[src/rtl/fp_ldst_seq.sv]
module fp_ldst_seq #(
  parameter int NREG = 32,
  parameter int DW   = 32,
  parameter int AW   = 32,
  parameter int IMMW = 12
) (
  input  logic            clk,
  input  logic            rst_n,
  input  logic            issue_valid,
  input  logic [2:0]      issue_op,
  input  logic [1:0]      issue_form,
  input  logic [$clog2(NREG)-1:0] issue_freg,
  input  logic [IMMW-1:0] issue_imm,
  input  logic [AW-1:0]   base_val,
  input  logic [DW-1:0]   int_src,
  output logic            busy,
  output logic            done,
  output logic            int_wb_valid,
  output logic [DW-1:0]   int_wb_data,
  output logic            mem_req,
  output logic            mem_we,
  output logic [AW-1:0]   mem_addr,
  output logic [DW-1:0]   mem_wdata,
  input  logic            mem_ready,
  input  logic [DW-1:0]   mem_rdata
);
  localparam int RIW = $clog2(NREG);
  localparam int FW  = 2 * DW;
  localparam logic [2:0] OP_LW = 3'd0, OP_LD = 3'd1, OP_SW = 3'd2,
                         OP_SD = 3'd3, OP_MWX = 3'd4, OP_MXW = 3'd5;

  typedef enum logic [1:0] {ST_IDLE, ST_LO, ST_HI, ST_MOVE} st_e;

  st_e             state_q;
  logic [2:0]      op_q;
  logic [RIW-1:0]  idx_q;
  logic [AW-1:0]   addr_q;
  logic [DW-1:0]   src_q, lo_q, wbd_q;
  logic            done_q, wbv_q;
  logic [FW-1:0]   rf [NREG];

  logic [RIW-1:0]  eff_idx;
  logic [AW-1:0]   eff_off;
  logic            accept, is_move, is_dbl, xfer;
  logic            rf_we;
  logic [FW-1:0]   rf_wd;

  assign eff_idx = (issue_form == 2'd1) ? RIW'(8) + RIW'(issue_freg[2:0]) : issue_freg;
  assign eff_off = (issue_form == 2'd0) ? AW'($signed(issue_imm)) : AW'(issue_imm);
  assign accept  = issue_valid && (state_q == ST_IDLE) && (issue_op <= OP_MXW);
  assign is_move = (issue_op == OP_MWX) || (issue_op == OP_MXW);
  assign is_dbl  = (op_q == OP_LD) || (op_q == OP_SD);

  assign busy         = state_q != ST_IDLE;
  assign done         = done_q;
  assign int_wb_valid = wbv_q;
  assign int_wb_data  = wbd_q;
  assign mem_req      = (state_q == ST_LO) || (state_q == ST_HI);
  assign mem_we       = (op_q == OP_SW) || (op_q == OP_SD);
  assign mem_addr     = (state_q == ST_HI) ? addr_q + AW'(4) : addr_q;
  assign mem_wdata    = (state_q == ST_HI) ? rf[idx_q][FW-1:DW] : rf[idx_q][DW-1:0];
  assign xfer         = mem_req && mem_ready;

  always_ff @(posedge clk or negedge rst_n) begin
    if (!rst_n) begin
      state_q <= ST_IDLE;
      op_q    <= '0;
      idx_q   <= '0;
      addr_q  <= '0;
      src_q   <= '0;
      lo_q    <= '0;
      wbd_q   <= '0;
      done_q  <= 1'b0;
      wbv_q   <= 1'b0;
    end else begin
      done_q <= 1'b0;
      wbv_q  <= 1'b0;
      case (state_q)
        ST_IDLE: if (accept) begin
          op_q    <= issue_op;
          idx_q   <= eff_idx;
          addr_q  <= base_val + eff_off;
          src_q   <= int_src;
          state_q <= is_move ? ST_MOVE : ST_LO;
        end
        ST_LO: if (xfer) begin
          if (is_dbl) begin
            lo_q    <= mem_rdata;
            state_q <= ST_HI;
          end else begin
            state_q <= ST_IDLE;
            done_q  <= 1'b1;
          end
        end
        ST_HI: if (xfer) begin
          state_q <= ST_IDLE;
          done_q  <= 1'b1;
        end
        default: begin
          state_q <= ST_IDLE;
          done_q  <= 1'b1;
          if (op_q == OP_MXW) begin
            wbv_q <= 1'b1;
            wbd_q <= rf[idx_q][DW-1:0];
          end
        end
      endcase
    end
  end

  assign rf_we = (state_q == ST_LO && xfer && op_q == OP_LW) ||
                 (state_q == ST_HI && xfer && op_q == OP_LD) ||
                 (state_q == ST_MOVE && op_q == OP_MWX);
  assign rf_wd = (op_q == OP_LD) ? {mem_rdata, lo_q} :
                 (op_q == OP_LW) ? {{DW{1'b1}}, mem_rdata} : {{DW{1'b1}}, src_q};

  always_ff @(posedge clk or negedge rst_n) begin
    if (!rst_n) begin
      for (int i = 0; i < NREG; i++) rf[i] <= '0;
    end else if (rf_we) begin
      rf[idx_q] <= rf_wd;
    end
  end
endmodule


[config.mk]
export PLATFORM = sky130hd
export DESIGN_NAME = fp_ldst_seq
export DESIGN_NICKNAME = d
export VERILOG_FILES = /design/src/rtl/fp_ldst_seq.sv
export SDC_FILE = /design/constraint.sdc
export NUM_CORES = 2
export LEC_CHECK = 0
export BUFFER_PORTS_ARGS = -buffer_cell sky130_fd_sc_hd__buf_2
export CAP_MARGIN = 20
export CORE_MARGIN = 2
export CORE_UTILIZATION = 40
export DETAILED_ROUTE_END_ITERATION = 12
export PLACE_DENSITY_LB_ADDON = 0.15
export SKIP_CTS_REPAIR_TIMING = 1
export SLEW_MARGIN = 10
export SYNTH_ARGS = -nofsm -noshare
export SYNTH_HDL_FRONTEND = slang
export SYNTH_SLANG_ARGS = --single-unit
[constraint.sdc]
create_clock -name clk -period 5.1 [get_ports clk]
set_input_delay 1.02 -clock clk [delete_from_list [all_inputs] [get_ports clk]]
set_output_delay 1.02 -clock clk [all_outputs]
set_load 0.01 [all_outputs]
# Yosys cells after proc, flatten, opt, wreduce, memory -nomap -nowiden
# Cells that the tools add are included.
# totals
inputBits,122
out_inout_bits,101
wordCells,111
reg_bits,2188
# classes
n_eq_ne,14
n_lt_le_gt_ge,3
reduce_logical,24
add_sub_neg,3
mux,24
n_bitwise,2
# ops
cell,n
$bwmux 2048,1
$bmux 64 s5,1
$demux 64 s5,1
$mux 64,4
$mux 32,4
$add 32x3->32 const B,1
$add 32x32->32,1
$eq 3x3->1 const B,4
$mux 2,5
$logic_and 1x1->1,9
$eq 3x2->1 const B,2
$ge 6x6->1 const B,1
$logic_or 1x1->1,6
$lt 6x1->1 const B,1
$ne 2x2->1 const B,3
$not 5->6,1
$pmux 2 s3,1
$reduce_and 3->1,2
$add 4x3->5 const A,1
$mux 1,5
$mux 5,1
$eq 2x1->1 const B,2
$eq 2x2->1 const B,2
$logic_not 2->1,2
8 further kinds,9

# Longest topological paths before layout
# depth
word_depth,7
mapped_depth,13

# Least setup slack after synthesis
# No wires, ideal clock.
# synth_path
path_kind,input -> register
start,in issue_form[0]
end,reg addr_q[29]
setup_slack_ns,1.435
required_time_ns,4.969
arrival_ns,3.534
cell_stages,10
path_buffers,0
cell_sequence,inv_1 > and3_1 > ha_1 > a21oi_1 > o21a_1 > or4b_2 > o211ai_1 > o221ai_1 > xnor2_1 > o21ai_1
# synth_via
elab_chain_cells,3
# synth_rtl
item,line_no,source
"start, declared",11,"input logic [1:0] issue_form,"
$logic_not 2->1,49,assign eff_off = (issue_form == 2'd0) ? AW'($signed(issue_imm)) : AW'(issue_imm);
$mux 32,49,
$add 32x32->32,82,addr_q <= base_val + eff_off;
"end signal, assigned",82,
"end, declared",37,logic [AW-1:0] addr_q;
# Every way passes these cells.
# A chain may end at the register's enable or synchronous reset.

# Worst setup path in the final report
# layout_path
start,reg idx_q[4]
end,out mem_wdata[27]
# layout_via
elab_chain_cells,5
# layout_rtl
item,line_no,source
"start, declared",36,logic [RIW-1:0] idx_q;
"start signal, assigned",81,idx_q <= eff_idx;
$not 5->6 (implied by the code),61,assign mem_wdata = (state_q == ST_HI) ? rf[idx_q][FW-1:DW] : rf[idx_q][DW-1:0];
$bmux 64 s5,61,
$mux 64 (implied by the code) (2 in series),61,
$mux 32,61,
"end, declared",23,"output logic [DW-1:0] mem_wdata,"
# Every way passes these cells. The select of a mux whose other input is x is not followed.

==> results.sh <==
export IMPL_status="finished with violations"
export IMPL_violations="setup timing"
export IMPL_fin_crit_ns=5.12
export IMPL_power_density_nw_per_um2=571
export IMPL_dp_cells=11700
export IMPL_p_int_mw=40.1
export IMPL_syn_instance_count=8888
export IMPL_ys_async_sr_fraction_pct=100
export IMPL_timing_reg2reg_setup_slack_ns=1.29
export IMPL_critPathLaunchType="flop"
export IMPL_yosysTopAreaCell="dfrtp_1"
export IMPL_synth_area_sq_um=95800
export IMPL_core_sq_um=238000
export IMPL_placementRows=179
export IMPL_first_pass_iters=6
export IMPL_r2r_end="rf[485]"
export IMPL_p_clk_share_pct=27.7
export IMPL_cp_endpoint="mem_wdata[27]"
export IMPL_worstMarginPinSlew_ns=1.14
export IMPL_slew_limit_headroom_pct=23.8
export IMPL_drtIter0Drc=6381
export IMPL_route_detailed_drc=0
export IMPL_synth_cell_type_count=58
export IMPL_ios=223
export IMPL_synth_edf_count=0
export IMPL_dieArea_sq_um=243000
export IMPL_crit_fanout=11
export IMPL_grt_pass1_wl_microns=489000
export IMPL_cts_path_max_buffers=3
export IMPL_mappedNetlistNets=9047
export IMPL_setup_violations=1
export IMPL_finalCritPeriodShare_pct=100
export IMPL_cts_tree="built"
export IMPL_fin_area_sq_um=110000
export IMPL_worstPathRequired_ns=4.08
export IMPL_synth_warnings=0
export IMPL_post_dp_hpwl_microns=202000
export IMPL_mostFrequentLayoutCells="2204 x nand2_1, 2183 x dfrtp_1, 1934 x o21ai_0, 516 x mux4_2, 239 x clkbuf_16"
export IMPL_synth_avg_cell_area_sq_um=10.8
export IMPL_power_leakage_nw=49.2
export IMPL_gp_congestion=0.833
export IMPL_placed_area_sq_um=101000
export IMPL_wl_per_cell_microns=27.4
export IMPL_place_ws_ns=0.497
export IMPL_p_switching_mw=22.6
export IMPL_io_buffers=222
export IMPL_swShare_pct=36.0
export IMPL_ant_nets=0
export IMPL_syn_to_final_growth_pct=14.6
export IMPL_vias=68900
export IMPL_final_cells=12200
export IMPL_h_tree_depth=4
export IMPL_die_w_microns=493
export IMPL_slew_violations=0
export IMPL_clock_latency_ns=0.89
export IMPL_netlist_area_leader_share_pct=57.2
export IMPL_clkTransAtPathRegs_ns=0.05
export IMPL_cts_sinks=2188
export IMPL_die_y_microns=493
export IMPL_pwr_share_seq_pct=39.7
export IMPL_cts_root_buf="clkbuf_16"
export IMPL_layout_commonest_cell="nand2_1"
export IMPL_grt_use_total_pct=27.4
export IMPL_detail_route_vias_per_cell=5.66
export IMPL_synthTopCellsByArea="dfrtp_1 57%, mux4_2 12%, o21ai_0 10%, nand2_1 8.8%, clkbuf_1 2.4%"
export IMPL_hold_viol=0
export IMPL_antenna_found_initial=9
export IMPL_grt_overflow=0
export IMPL_cts_buffers_inserted=232
export IMPL_synth_ff_type="dfrtp_1"
export IMPL_fin_ws_ns=-0.0240
export IMPL_crit_arrival_ns=4.10
export IMPL_rsz0062_at_grt="true"
export IMPL_p_comb_share_pct=32.6
export IMPL_wl_microns=334000
export IMPL_fin_skew_ns=0.0338
export IMPL_maxCapViolCount=0
export IMPL_endpoint_kind="primary output"
export IMPL_nets=8976
export IMPL_grt_max_degree=169
export IMPL_max_freq_mhz=195
export IMPL_irDropWorstVdd_mv=0.393
export IMPL_rr_worst_depth=10
export IMPL_drive_above_1_share_pct=18.7
export IMPL_start_util_pct=40.2
export IMPL_holdCritPathClass="in2async"
export IMPL_grt_pass1_vias=68700
export IMPL_startpoint="idx_q[4]"
export IMPL_timing_worst_setup_path_type="reg2out"
export IMPL_r2r_start="state_q[1]"
export IMPL_ys_seq_elements=2188
export IMPL_ys_seq_area_share_pct=57.2
[sequential cells by signal, indices dropped and copies added, names as in the netlist]
register      flops
done              1
src_q            32
state_q           2
lo_q             32
idx_q             5
int_wb_valid      1
int_wb_data      32
rf             2048
addr_q           32
op_q              3
[layout make-up]
type	count	area, sq um
Sequential cell	2188	54800
Timing Repair Buffer	560	4980
Inverter	18	68.8
Antenna cell	7	17.5
Tap cell	3167	3960
Clock buffer	361	7100
Fill cell	21900	128000
Clock inverter	69	751
Multi-Input combinational cell	5817	38100
[metrics by stage]
step	setup TNS (ns)	utilization [%]	hold WS (ns)	power, mW
floorplan	0	-	0.445	36.6
global placement	0	42.5	0.456	44.5
detailed placement	0	42.6	0.465	45.1
CTS	-4.46	45.9	0.0945	62.5
global route	-0.00840	46.1	0.115	65.8
finish	-0.0240	46.1	0.115	62.7
[how the worst min path moves through the flow]
stage          startpoint  endpoint  slack [ns]  cells after the start
2_1_floorplan    rf[1088]  rf[1088]        0.44                      2
3_3_place_gp     rf[1119]  rf[1119]        0.46                      2
3_5_place_dp      rf[887]   rf[887]        0.46                      2
4_1_cts             rst_n   rf[696]        0.09                      1
5_1_grt             rst_n   rf[696]        0.11                      1
6_report            rst_n   rf[696]        0.12                      1
[synth_stat cells (all sizes together), types with 8 or more instances]
library cell,number
a21o,17
a21oi,202
a221oi,24
a22oi,163
and3,14
buf,243
clkbuf,623
dfrtp,2188
ha,36
inv,18
mux2,94
mux2i,57
mux4,516
nand2,2236
nand3,37
nand4,23
nor2,202
nor3,11
o2111ai,24
o21ai,2028
o21bai,8
xnor2,36
xor2,16
[worst max-delay path, cell delays in order, from the launching register on]
cell       delay [ns]
dfrtp_2          0.52
buf_4            0.24
or2_2            0.50
buf_4            0.32
o2111ai_1        0.69
nor2_1           0.16
a21oi_1          0.46
buf_2            0.30
[metal layers]
layer | track usage (%) | routed length, microns
met1 | 38.4 | 146000
met2 | 44.1 | 156000
met3 | 3.70 | 18600
met4 | 8.90 | 11900
met5 | 0 | 42
[power by group through the flow]
stage | Combinational (mW) | Sequential [mW] | Clock, mW
after floorplan | 12.5 | 24.1 | 0
after global placement | 19.5 | 25.0 | 0
after detailed placement | 19.9 | 25.2 | 0
after CTS | 19.9 | 24.9 | 17.7
after global routing | 22.0 | 25.4 | 18.4
final | 20.4 | 24.9 | 17.4
[logic make-up after synthesis]
group / after synthesis / share of synthesized area [%]
flops: 2188 / 57.2
buf+inv: 884 / 3.77
mux: 667 / 13.8
simple gates: 2553 / 10.3
compound gates: 2507 / 13.9
fa+ha+maj: 37 / 0.491
xor+xnor: 52 / 0.476
(Power assumes the default switching activity.)
